[config.mk]
export PLATFORM = sky130hd
export DESIGN_NAME = pin_xbar
export DESIGN_NICKNAME = d
export VERILOG_FILES = /design/src/rtl/xbar_pkg.sv /design/src/rtl/xbar_request.sv /design/src/rtl/xbar_alloc.sv /design/src/rtl/xbar_pinmap.sv /design/src/rtl/pin_xbar.sv
export SDC_FILE = /design/constraint.sdc
export NUM_CORES = 1
export LEC_CHECK = 0
export ABC_AREA = 1
export BUFFER_PORTS_ARGS = -buffer_cell sky130_fd_sc_hd__buf_2
export CORE_UTILIZATION = 50
export CTS_BUF_LIST = sky130_fd_sc_hd__clkbuf_16
export CTS_CLUSTER_DIAMETER = 100
export CTS_CLUSTER_SIZE = 10
export DETAILED_ROUTE_END_ITERATION = 8
export MAX_ROUTING_LAYER = met4
export PLACE_DENSITY = 0.84
export RECOVER_POWER = 25
export SYNTH_ARGS = -nofsm -noshare
export SYNTH_HDL_FRONTEND = slang
export SYNTH_SLANG_ARGS = --single-unit
[constraint.sdc]
create_clock -name clk -period 0.8 [get_ports clk]
set_input_delay 0.04 -clock clk [delete_from_list [all_inputs] [get_ports clk]]
set_output_delay 0.04 -clock clk [all_outputs]
set_load 0.05 [all_outputs]
[src/rtl/xbar_pkg.sv]
package xbar_pkg;

    // Number of placeable signals and width of the per-pin function code
    localparam int NUM_SIG = 17;
    localparam int CODE_W  = 5;
    localparam int CEX_MAX = 3;
    localparam int CNT_W   = 2;

    // Signal indices in placement priority order
    localparam int SIG_UART_TX = 0;
    localparam int SIG_UART_RX = 1;
    localparam int SIG_SPI_SCK = 2;
    localparam int SIG_SPI_MI  = 3;
    localparam int SIG_SPI_MO  = 4;
    localparam int SIG_SPI_SEL = 5;
    localparam int SIG_LIN_TX  = 6;
    localparam int SIG_LIN_RX  = 7;
    localparam int SIG_CMP0    = 8;
    localparam int SIG_CMP0A   = 9;
    localparam int SIG_SYSCLK  = 10;
    localparam int SIG_CEX0    = 11;
    localparam int SIG_CNTCLK  = 14;
    localparam int SIG_TMR0    = 15;
    localparam int SIG_TMR1    = 16;

    // First signal that goes through the lowest-free search
    localparam int SIG_FIRST_SEARCH = 2;

endpackage

[src/rtl/xbar_request.sv]
module xbar_request
    import xbar_pkg::*;
(
    input  logic             uart_en,
    input  logic             spi_en,
    input  logic             spi_four_wire,
    input  logic             lin_en,
    input  logic             cmp0_en,
    input  logic             cmp0a_en,
    input  logic             sysclk_out_en,
    input  logic [CNT_W-1:0] capcmp_count,
    input  logic             cnt_clk_in_en,
    input  logic             tmr0_in_en,
    input  logic             tmr1_in_en,
    output logic [NUM_SIG-1:0] req
);

    assign req[SIG_UART_TX] = uart_en;
    assign req[SIG_UART_RX] = uart_en;
    assign req[SIG_SPI_SCK] = spi_en;
    assign req[SIG_SPI_MI]  = spi_en;
    assign req[SIG_SPI_MO]  = spi_en;
    assign req[SIG_SPI_SEL] = spi_en & spi_four_wire;
    assign req[SIG_LIN_TX]  = lin_en;
    assign req[SIG_LIN_RX]  = lin_en;
    assign req[SIG_CMP0]    = cmp0_en;
    assign req[SIG_CMP0A]   = cmp0a_en;
    assign req[SIG_SYSCLK]  = sysclk_out_en;
    assign req[SIG_CNTCLK]  = cnt_clk_in_en;
    assign req[SIG_TMR0]    = tmr0_in_en;
    assign req[SIG_TMR1]    = tmr1_in_en;

    // a count of n requests the first n capture/compare outputs
    for (genvar k = 0; k < CEX_MAX; k++) begin : g_cex
        assign req[SIG_CEX0 + k] = (capcmp_count > CNT_W'(k));
    end

endmodule

[src/rtl/xbar_alloc.sv]
module xbar_alloc
    import xbar_pkg::*;
#(
    parameter int NUM_PINS    = 16,
    parameter int UART_TX_PIN = 4,
    localparam int PIN_W      = $clog2(NUM_PINS)
) (
    input  logic [NUM_SIG-1:0]  req,
    input  logic [NUM_PINS-1:0] skip,
    output logic [PIN_W-1:0]    pin_idx [NUM_SIG],
    output logic [NUM_SIG-1:0]  valid
);

    logic [NUM_PINS-1:0] taken;
    logic                found;
    logic [PIN_W-1:0]    pick;

    always_comb begin
        taken = '0;
        valid = '0;
        found = 1'b0;
        pick  = '0;
        for (int s = 0; s < NUM_SIG; s++) begin
            pin_idx[s] = '0;
        end

        // fixed UART pins are reserved first, skip bits not consulted
        if (req[SIG_UART_TX]) begin
            taken[UART_TX_PIN]      = 1'b1;
            pin_idx[SIG_UART_TX]    = PIN_W'(UART_TX_PIN);
            valid[SIG_UART_TX]      = 1'b1;
        end
        if (req[SIG_UART_RX]) begin
            taken[UART_TX_PIN + 1]  = 1'b1;
            pin_idx[SIG_UART_RX]    = PIN_W'(UART_TX_PIN + 1);
            valid[SIG_UART_RX]      = 1'b1;
        end

        // greedy lowest-free search in priority order
        for (int s = SIG_FIRST_SEARCH; s < NUM_SIG; s++) begin
            found = 1'b0;
            pick  = '0;
            for (int p = 0; p < NUM_PINS; p++) begin
                if (!found && !skip[p] && !taken[p]) begin
                    found = 1'b1;
                    pick  = PIN_W'(p);
                end
            end
            if (req[s] && found) begin
                taken[pick] = 1'b1;
                pin_idx[s]  = pick;
                valid[s]    = 1'b1;
            end
        end
    end

endmodule

[src/rtl/xbar_pinmap.sv]
module xbar_pinmap
    import xbar_pkg::*;
#(
    parameter int NUM_PINS = 16,
    localparam int PIN_W   = $clog2(NUM_PINS)
) (
    input  logic [PIN_W-1:0]   pin_idx [NUM_SIG],
    input  logic [NUM_SIG-1:0] valid,
    output logic [CODE_W-1:0]  code [NUM_PINS]
);

    // pin code is owner index plus one, zero for GPIO
    for (genvar p = 0; p < NUM_PINS; p++) begin : g_pin
        always_comb begin
            code[p] = '0;
            for (int s = 0; s < NUM_SIG; s++) begin
                if (valid[s] && (pin_idx[s] == PIN_W'(p))) begin
                    code[p] = CODE_W'(s + 1);
                end
            end
        end
    end

endmodule

[src/rtl/pin_xbar.sv]
module pin_xbar
    import xbar_pkg::*;
#(
    parameter int PORT_W      = 8,
    parameter int NUM_PORTS   = 2,
    parameter int UART_TX_PIN = 4,
    localparam int NUM_PINS   = PORT_W * NUM_PORTS,
    localparam int PIN_W      = $clog2(NUM_PINS)
) (
    input  logic                        clk,
    input  logic                        rst_n,
    input  logic                        uart_en,
    input  logic                        spi_en,
    input  logic                        spi_four_wire,
    input  logic                        lin_en,
    input  logic                        cmp0_en,
    input  logic                        cmp0a_en,
    input  logic                        sysclk_out_en,
    input  logic [CNT_W-1:0]            capcmp_count,
    input  logic                        cnt_clk_in_en,
    input  logic                        tmr0_in_en,
    input  logic                        tmr1_in_en,
    input  logic [NUM_PINS-1:0]         skip_mask,
    output logic [NUM_PINS*CODE_W-1:0]  pin_code,
    output logic [NUM_SIG*PIN_W-1:0]    sig_pin,
    output logic [NUM_SIG-1:0]          sig_valid
);

    logic [NUM_SIG-1:0] req;
    logic [PIN_W-1:0]   idx_d   [NUM_SIG];
    logic [NUM_SIG-1:0] valid_d;
    logic [CODE_W-1:0]  code_d  [NUM_PINS];

    logic [PIN_W-1:0]   idx_q   [NUM_SIG];
    logic [NUM_SIG-1:0] valid_q;
    logic [CODE_W-1:0]  code_q  [NUM_PINS];

    xbar_request u_req (
        .uart_en       (uart_en),
        .spi_en        (spi_en),
        .spi_four_wire (spi_four_wire),
        .lin_en        (lin_en),
        .cmp0_en       (cmp0_en),
        .cmp0a_en      (cmp0a_en),
        .sysclk_out_en (sysclk_out_en),
        .capcmp_count  (capcmp_count),
        .cnt_clk_in_en (cnt_clk_in_en),
        .tmr0_in_en    (tmr0_in_en),
        .tmr1_in_en    (tmr1_in_en),
        .req           (req)
    );

    xbar_alloc #(
        .NUM_PINS    (NUM_PINS),
        .UART_TX_PIN (UART_TX_PIN)
    ) u_alloc (
        .req     (req),
        .skip    (skip_mask),
        .pin_idx (idx_d),
        .valid   (valid_d)
    );

    xbar_pinmap #(
        .NUM_PINS (NUM_PINS)
    ) u_map (
        .pin_idx (idx_d),
        .valid   (valid_d),
        .code    (code_d)
    );

    // one register stage, reset to all-GPIO
    always_ff @(posedge clk or negedge rst_n) begin
        if (!rst_n) begin
            valid_q <= '0;
            for (int s = 0; s < NUM_SIG; s++)  idx_q[s]  <= '0;
            for (int p = 0; p < NUM_PINS; p++) code_q[p] <= '0;
        end else begin
            valid_q <= valid_d;
            for (int s = 0; s < NUM_SIG; s++)  idx_q[s]  <= idx_d[s];
            for (int p = 0; p < NUM_PINS; p++) code_q[p] <= code_d[p];
        end
    end

    logic [NUM_PINS-1:0] pin_used;

    for (genvar p = 0; p < NUM_PINS; p++) begin : g_pin_out
        assign pin_code[p*CODE_W +: CODE_W] = code_q[p];
        assign pin_used[p] = (code_q[p] != '0);
    end

    for (genvar s = 0; s < NUM_SIG; s++) begin : g_sig_out
        assign sig_pin[s*PIN_W +: PIN_W] = idx_q[s];
    end
    assign sig_valid = valid_q;

    // ---------------- assertions ----------------

    // UART always sits on its fixed pins
    a_r2_uart_tx_fixed: assert property (@(posedge clk) disable iff (!rst_n)
        valid_q[SIG_UART_TX] |-> (idx_q[SIG_UART_TX] == PIN_W'(UART_TX_PIN)));
    a_r2_uart_rx_fixed: assert property (@(posedge clk) disable iff (!rst_n)
        valid_q[SIG_UART_RX] |-> (idx_q[SIG_UART_RX] == PIN_W'(UART_TX_PIN + 1)));

    // slave-select only placed after a 4-wire SPI request
    a_r5_sel_needs_4wire: assert property (@(posedge clk) disable iff (!rst_n)
        valid_q[SIG_SPI_SEL] |-> $past(spi_en && spi_four_wire));

    // number of owned pins matches number of placed signals
    a_r10_count_match: assert property (@(posedge clk) disable iff (!rst_n)
        $countones(pin_used) == $countones(valid_q));

    for (genvar s = 0; s < NUM_SIG; s++) begin : g_sig_chk
        // the pin named by a placed signal carries that signal's code
        a_r8_code_back: assert property (@(posedge clk) disable iff (!rst_n)
            valid_q[s] |-> (code_q[idx_q[s]] == CODE_W'(s + 1)));
        // unplaced signals read pin 0
        a_r7_unplaced_zero: assert property (@(posedge clk) disable iff (!rst_n)
            !valid_q[s] |-> (idx_q[s] == '0));
        if (s >= SIG_FIRST_SEARCH) begin : g_search
            // searched signals never land on a pin skipped last cycle
            a_r4_skip_honoured: assert property (@(posedge clk) disable iff (!rst_n)
                valid_q[s] |-> ((($past(skip_mask) >> idx_q[s]) & NUM_PINS'(1)) == '0));
        end
    end

endmodule

==> results of run 1 <==
[what timing repair did]
action | 4_1_cts
pin swaps | 188
hold buffers | 2
endpoints found under the hold margin | 159
endpoints found under the setup margin | 315
setup buffers | 191
gates cloned | 3
resized for setup | 495
[cells by family after synthesis]
logic type | count (synthesis)
AOI/OAI and AO/OA | 217
buffers and inverters | 499
and+or+nand+nor | 1530
other | 1
DFF | 156
[metal layers]
metal / overflow / track usage
met1: 141 / 0.935
met2: 1941 / 1.30
met3: 134 / 0.830
met4: 492 / 1.12
met5: - / -
[metrics by stage]
stage	utilization	hold slack (ps)	cells	worst slack [ps]
3_3_place_gp	0.811	-57.6	3924	-20620
4_1_cts	0.949	-23.6	4152	-21270
3_5_place_dp	0.811	-53.3	3924	-23180
2_1_floorplan	-	-256	2407	-17970
[cell usage after synthesis, drive strengths merged (2+ instances only)]
cell type,instances
nand2,616
a211oi,2
o21ai,71
o21a,2
or2,12
nor3b,6
a21boi,2
bufinv,4
o41ai,14
and3,2
a2111o,2
nand3,232
o211ai,21
or4,3
clkinv,25
a311oi,2
inv,443
o21bai,2
nor3,63
a21oi,66
o22ai,2
a31oi,4
dfrtp,156
or3,2
buf,26
nor4,13
nand4,108
o31ai,4
o2111ai,13
nand3b,9
a2111oi,5
nor2,463
==> flow_summary.toml, run 1 <==
[outcome]
run_status = "stopped before the end"
stop_stage = "global routing (5_1_grt)"
run.stop_error = "[ERROR GRT-0116] Global routing finished with congestion. Check the congestion regions in the DRC Viewer."

[synthesis]
synth-edff-count = 0
yosys_warnings = 0
main_combinational_cell_family_by_area_after_synthesis = "simple AND/OR/NAND/NOR gates"
synth.top_cell.area_share = 0.257
syn-instance-count = 2403
synth-main-ff-cell = "sky130_fd_sc_hd__dfrtp_1"
synth_sequential_area_ratio = 0.257
yosys_register_bits = 156
compound_gate_portion_of_the_synthesized_area = 0.0985
netlist_top_cells_area = "sky130_fd_sc_hd__dfrtp_1 (26%), sky130_fd_sc_hd__nand2_1 (13%), sky130_fd_sc_hd__nor2_1 (8.8%)"
synthSimpleGateAreaFrac = 0.504
yosys-mux-area-fraction = 0
synth.avg_cell_area_um2 = 6.32
post-synth-top-area-cell = "sky130_fd_sc_hd__dfrtp_1"
netlist_area_um2 = 15200
ys_types = 72
postSynth.asyncResetShare = 1.00
synthesized_area_fraction_occupied_by_adder_cells = 0
yosys.area_share.xor_xnor = 0

[clock_network]
h-tree-depth = 4
cts_root_buffer = "sky130_fd_sc_hd__clkbuf_16"
cts-buffers-inserted = 17
ctsLongestPathBuffers = 2
cts_sinks = 156

[global_route]
gr-usage-all-layers = 1.04
global_route_wire_length_before_repair_um = 235000
maximum_number_of_pins_on_one_net_before_global_route_repair = 31
grt_overflow_total = 2708
vias_in_the_first_global_route = 35300

[floorplanning]
die_x_um = 176
die_h_um = 176
floorplan.initialDensity = 0.511
top_level_ports = 195
rows = 63

[place]
dp.final_hpwl_um = 74800
placedInstanceArea_um2 = 24100
gpl_congestion = 1.29
port_buffers = 189
==> run 2, diff against run 1 <==
--- a/config.mk
+++ b/config.mk
@@ -7,13 +7,9 @@
 export LEC_CHECK = 0
 export ABC_AREA = 1
 export BUFFER_PORTS_ARGS = -buffer_cell sky130_fd_sc_hd__buf_2
-export CORE_UTILIZATION = 50
-export CTS_BUF_LIST = sky130_fd_sc_hd__clkbuf_16
-export CTS_CLUSTER_DIAMETER = 100
-export CTS_CLUSTER_SIZE = 10
+export CORE_UTILIZATION = 35
 export DETAILED_ROUTE_END_ITERATION = 8
-export MAX_ROUTING_LAYER = met4
-export PLACE_DENSITY = 0.84
+export PLACE_DENSITY_LB_ADDON = 0.15
 export RECOVER_POWER = 25
 export SYNTH_ARGS = -nofsm -noshare
 export SYNTH_HDL_FRONTEND = slang
==> constraint.sdc (replaced) <==
create_clock -name clk -period 1 [get_ports clk]
set_input_delay 0.05 -clock clk [delete_from_list [all_inputs] [get_ports clk]]
set_output_delay 0.05 -clock clk [all_outputs]
set_load 0.05 [all_outputs]
==> flow_summary.toml, run 2 <==
[outcome]
run_status = "complete, but fails checks"
violations = "hold timing, setup timing"

[timing]
post-route-worst-setup-slack_ps = -20860
setup_violations = 315
finalWorstPathRequiredPeriod_ps = 21860
tightest_slew_ps = 1040
finalHoldViolations = 2
setup_repair_after_global_routing_missed_its_margin = "yes"
max_freq_ghz = 0.0457
period_share = 21.9
fin_hold_ws_ps = -36.7
final_max_slew_viol_count = 0
worst_slew_margin_rel = 0.286

[setup_path]
critical_path_source_type = "primary input"
timing.critical_path.from = "skip_mask[1]"
crit_family = "simple AND/OR/NAND/NOR gates"
worst-endpoint-required_ps = 1440
worstSetupPathType = "primary input to flip-flop"
cp_data_arrival_time_ps = 22300
timing.critical_path.buf_inv = 37
critical_path_peak_fanout = 7
slowest_cp_cell = "sky130_fd_sc_hd__nor3_4"
worst_setup_path_end_kind = "flip-flop"
critPathMaxStageDelay_ps = 290

[floorplanning]
die_area_um2 = 44200
floorplan.initialDensity = 0.359
die_h_um = 210
core-area_um2 = 42300
die_x_um = 210
top_level_ports = 195
rows = 75

[place]
gpl_congestion = 1.10
dp.final_hpwl_um = 76700
dp_cells = 4158
port_buffers = 189
placedInstanceArea_um2 = 24700

[layout]
antenna-diode-count = 0
post_layout_instance_count_excluding_filler_cells = 4419
drive_above_1_share = 0.610
mostFrequentLayoutCells = "sky130_fd_sc_hd__buf_4 (1159), sky130_fd_sc_hd__nand2_1 (353), sky130_fd_sc_hd__inv_1 (313), sky130_fd_sc_hd__nor2_1 (235), sky130_fd_sc_hd__buf_2 (182)"
layout_net_count = 3859
areaGrowthSynthToFinish_pct = 96.5
final_common_cell = "sky130_fd_sc_hd__buf_4"
largest_register_ff_count = 80
post-route-util = 0.705
finish.instance_area_um2 = 29800

[power_and_ir_drop]
power.share.switching = 0.491
power_density_nw_per_um2 = 1360
net-switching-power_w = 0.0199
clockPowerShare = 0.171
power.share.combinational = 0.642
sequential_group_share_of_total_power = 0.187
ir_drop_uv = 1320
power_leakage_nw = 16.8
p_int_w = 0.0206

[global_route]
maximum_number_of_pins_on_one_net_before_global_route_repair = 45
vias_in_the_first_global_route = 22400
global_route_wire_length_before_repair_um = 135000
grt_antenna_before_repair = 5
gr-usage-all-layers = 0.418
grt_overflow_total = 0

[routing]
ant_nets = 0
routed_wire_length_per_instance_um = 21.8
routed-via-count = 23300
drt-vias-per-instance = 5.27
routed_wirelength_um = 96500
dr.pass1.iters = 9
initialDrtViolationCount = 2477
detail_route.drc_violations = 0

[clock_network]
cts-buffers-inserted = 17
hold_buffers = 2
ctsLongestPathBuffers = 2
tritoncts_clock_tree = "built"
h-tree-depth = 4
cts_root_buffer = "sky130_fd_sc_hd__clkbuf_16"
clk_transition_reported_paths_ps = 90
cts_sinks = 156

[run]
timing.max_cap.violations = 0

[synthesis]
post-synth-top-area-cell = "sky130_fd_sc_hd__dfrtp_1"
ys_types = 72
yosys_warnings = 0
netlist_area_um2 = 15200
synthMostInstantiatedCell = "sky130_fd_sc_hd__nand2_1"
syn-instance-count = 2403
netlist_top_cells_area = "sky130_fd_sc_hd__dfrtp_1 (26%), sky130_fd_sc_hd__nand2_1 (13%), sky130_fd_sc_hd__nor2_1 (8.8%)"
synth.avg_cell_area_um2 = 6.32
synth.top_cell.area_share = 0.257
synthTopCellsByCount = "sky130_fd_sc_hd__nand2_1 (523), sky130_fd_sc_hd__nor2_1 (357), sky130_fd_sc_hd__inv_1 (347)"
synth-edff-count = 0
postSynth.asyncResetShare = 1.00
synth-main-ff-cell = "sky130_fd_sc_hd__dfrtp_1"
yosys_register_bits = 156
synth_sequential_area_ratio = 0.257

[hold_path]
timing.hold.worst.class = "primary input to flip-flop"
timing.hold.worst.start = "cmp0_en"
[run 2: cell counts after synthesis]
Identical to the previous run, type by type.
[run 2: per-stage QoR]
stage                     power, W  setup TNS, ps  worst slack [ps]
after floorplan             0.0189       -1963650            -17780
after global placement      0.0284       -2419390            -21550
after detailed placement    0.0285       -2441650            -21790
after CTS                   0.0373       -2244450            -19950
after global routing        0.0420       -2480730            -22150
final                       0.0406       -2324310            -20860
[run 2: final cells by class]
cell class	instances	area [um2]
fillers	3587	12500
multi-input cells	1753	12000
repair buffers	1429	10700
flip-flops and latches	156	3900
inverters	472	1910
well taps	577	722
clock buffers	17	425
clock inverters	15	184
[run 2: timing repair]
action | CTS | global route
setup buffers | 148 | 85
endpoints found under the hold margin | 162 | 18
gates resized for setup | 300 | 410
endpoints found under the setup margin | 315 | 315
cloned | 1 | 0
pin swaps | 182 | 238
[run 2: power groups by stage]
stage                     Sequential (W)  Combinational, W  Clock, W
after floorplan                   0.0112           0.00766         0
after global placement           0.00769            0.0207         0
after detailed placement         0.00771            0.0208         0
after CTS                        0.00760            0.0226   0.00705
after global routing             0.00766            0.0271   0.00725
final                            0.00760            0.0260   0.00693
[run 2: path summary, 6_finish.rpt]
kind                                end  slack (ps)  cells after the start
setup / recovery           pin_code[60]      -20860                    177
hold / removal              sig_pin[33]         -40                      4
max in group asynchronous  pin_code[40]         130                      3
min in group asynchronous   sig_pin[18]         130                      2
[run 2: kinds of logic after synthesis]
logic type      after synthesis  share of synthesized area
compound gates              217                     0.0985
buf+inv                     499                      0.140
flops                       156                      0.257
other cells                   1                   0.000247
simple gates               1530                      0.504
[run 2: metal layers]
metal / vias up / GRT usage / routed length, um
met2: 1367 / 0.650 / 42100
met3: 388 / 0.101 / 9640
met4: 10 / 0.227 / 6650
met5: - / 0 / 65
met1: 10900 / 0.532 / 38100
li1: 10600 / - / -
Power figures use the tool's default switching activity.
==> run 3, diff against run 2 <==
--- a/config.mk
+++ b/config.mk
@@ -5,7 +5,6 @@
 export SDC_FILE = /design/constraint.sdc
 export NUM_CORES = 1
 export LEC_CHECK = 0
-export ABC_AREA = 1
 export BUFFER_PORTS_ARGS = -buffer_cell sky130_fd_sc_hd__buf_2
 export CORE_UTILIZATION = 35
 export DETAILED_ROUTE_END_ITERATION = 8
==> flow_summary.toml, run 3 <==
[outcome]
run_status = "complete, but fails checks"
violations = "hold timing, setup timing"

[layout]
drive_above_1_share = 0.619
areaGrowthSynthToFinish_pct = 109
mostFrequentLayoutCells = "sky130_fd_sc_hd__buf_4 (1320), sky130_fd_sc_hd__nor2_1 (204), sky130_fd_sc_hd__nand2_1 (190), sky130_fd_sc_hd__buf_2 (179), sky130_fd_sc_hd__dfrtp_1 (156)"
largest_register_ff_count = 80
final_common_cell = "sky130_fd_sc_hd__buf_4"
layout_net_count = 3594
post-route-util = 0.748

[setup_path]
critical_path_source_type = "primary input"
cp_data_arrival_time_ps = 15220
critical_path_s_most_frequent_cell = "sky130_fd_sc_hd__buf_6"
worstSetupPathType = "primary input to flip-flop"
critical_path_peak_fanout = 6
critPathMaxStageDelay_ps = 580
timing.critical_path.buf_inv = 15
timing.critical_path.depth = 66
timing.critical_path.from = "skip_mask[6]"
crit_family = "compound AO/OA/AOI/OAI gates"
worst-endpoint-required_ps = 1370
worst_setup_path_end_kind = "flip-flop"
slowest_cp_cell = "sky130_fd_sc_hd__or4_4"

[global_route]
gr-usage-all-layers = 0.477
grt_antenna_before_repair = 5
maximum_number_of_pins_on_one_net_before_global_route_repair = 42
vias_in_the_first_global_route = 24500
global_route_wire_length_before_repair_um = 156000
grt_overflow_total = 0

[timing]
tightest_slew_ps = 1140
setup_repair_after_global_routing_missed_its_margin = "yes"
worst_slew_margin_rel = 0.233
max_freq_ghz = 0.0674
finalWorstPathRequiredPeriod_ps = 14840
setup_tns_ps = -1527220
post-route-worst-setup-slack_ps = -13840
setup_violations = 315
finalHoldViolations = 3
period_share = 14.8
final_max_slew_viol_count = 0
fin_hold_ws_ps = -23.8

[synthesis]
synth.top_cell.area_share = 0.257
netlist_top_cells_area = "sky130_fd_sc_hd__dfrtp_1 (26%), sky130_fd_sc_hd__nor2_1 (5.9%), sky130_fd_sc_hd__nand2_1 (5.4%)"
post-synth-top-area-cell = "sky130_fd_sc_hd__dfrtp_1"
yosys_warnings = 0
synth-edff-count = 0
postSynth.asyncResetShare = 1.00
yosys_register_bits = 156
synthTopCellsByCount = "sky130_fd_sc_hd__nor2_1 (237), sky130_fd_sc_hd__nand2_1 (220), sky130_fd_sc_hd__dfrtp_1 (156)"
ys_types = 132
netlist_area_um2 = 15200
synth.avg_cell_area_um2 = 7.70
synth_sequential_area_ratio = 0.257
syn-instance-count = 1972
synth-main-ff-cell = "sky130_fd_sc_hd__dfrtp_1"
synthMostInstantiatedCell = "sky130_fd_sc_hd__nor2_1"

[clock_network]
cts_sinks = 156
cts_root_buffer = "sky130_fd_sc_hd__clkbuf_16"
hold_buffers = 3
clk_transition_reported_paths_ps = 80
ctsLongestPathBuffers = 2
h-tree-depth = 4
cts-buffers-inserted = 17
tritoncts_clock_tree = "built"

[routing]
initialDrtViolationCount = 3443
ant_nets = 0
routed_wirelength_um = 110000
detail_route.drc_violations = 0
routed-via-count = 25700
dr.pass1.iters = 8
drt-vias-per-instance = 6.18
routed_wire_length_per_instance_um = 26.6

[place]
port_buffers = 189
gpl_congestion = 1.20
dp.final_hpwl_um = 85800

[floorplanning]
rows = 75
die_area_um2 = 44200
top_level_ports = 195
core-area_um2 = 42400
floorplan.initialDensity = 0.358
die_x_um = 210
die_h_um = 210

[power_and_ir_drop]
net-switching-power_w = 0.0350
power_total_w = 0.0688
power.share.switching = 0.509
power.share.combinational = 0.772
clockPowerShare = 0.104
power_leakage_nw = 14.9
sequential_group_share_of_total_power = 0.124
p_int_w = 0.0338
ir_drop_uv = 2560
power_density_nw_per_um2 = 2170

[hold_path]
timing.hold.worst.class = "primary input to flip-flop"
number_of_stages_on_the_worst_hold_path = 4
timing.hold.worst.start = "tmr0_in_en"

[run]
timing.max_cap.violations = 0
run 3: cell types whose count changed after synthesis, sizes merged, moves of 55 or more:
cell / delta
nand4: -68
nand3: -155
a211oi: +55
o21ai: +79
nor2: -218
nand2: -394
inv: -411
a21oi: +80
run 3: stage by stage:
step           area [um2]  std cells  setup WS (ps)
6_report            31700       4155         -13840
3_3_place_gp        26400       3911         -14730
3_5_place_dp        26400       3911         -14860
2_1_floorplan       15700       1976         -13180
4_1_cts             30200       4084         -12940
5_1_grt             31700       4154         -14220
run 3: worst paths after layout:
| check | slack, ps | endpoint |
|---|---|---|
| max in group asynchronous | 20 | pin_code[1] |
| worst min-delay path | -20 | sig_pin[62] |
| min in group asynchronous | 250 | pin_code[72] |
| worst max-delay path | -13840 | pin_code[30] |
run 3: cell families (layout without fill, tap and decap cells):
group                    count (synthesis)  after routing  share of synthesized area
flip-flops                             156            156                      0.257
AO/OA/AOI/OAI                          808            809                      0.404
adder cells (fa/ha/maj)                  3              3                    0.00206
other                                    1              6                   0.000247
buffers and inverters                   90           1689                     0.0285
XOR/XNOR                                 1              1                   0.000577
AND/OR/NAND/NOR                        909            910                      0.304
multiplexers                             4              4                    0.00305
run 3: repair_timing:
item,CTS,global route
resized for setup,441,204
hold endpoints to repair,162,3
setup endpoints to repair,311,315
buffers inserted,143,73
pin swaps,156,118
cloned,3,0
run 3: area by class of cell:
class | instances | area (um2)
multi-input cells | 1732 | 14000
repair buffers | 1625 | 12400
clock inverters | 14 | 174
well taps | 577 | 722
fillers | 3144 | 10700
inverters | 32 | 123
flip-flops and latches | 156 | 3900
clock buffers | 18 | 439
diodes | 1 | 2.50
run 3: power by group through the flow:
| stage | registers, W | logic [W] | clock network (W) |
|---|---|---|---|
| floorplan | 0.0144 | 0.0147 | 0 |
| global placement | 0.00852 | 0.0410 | 0 |
| detailed placement | 0.00856 | 0.0412 | 0 |
| CTS | 0.00849 | 0.0473 | 0.00726 |
| global route | 0.00863 | 0.0546 | 0.00742 |
| finish | 0.00851 | 0.0531 | 0.00719 |
run 3: per-layer routing:
metal	routed length, um	global-route usage	vias to the layer above
met4	8660	0.302	10
met2	45100	0.691	1897
met5	69	0	-
met1	43200	0.624	12300
li1	-	-	10900
met3	13500	0.131	513
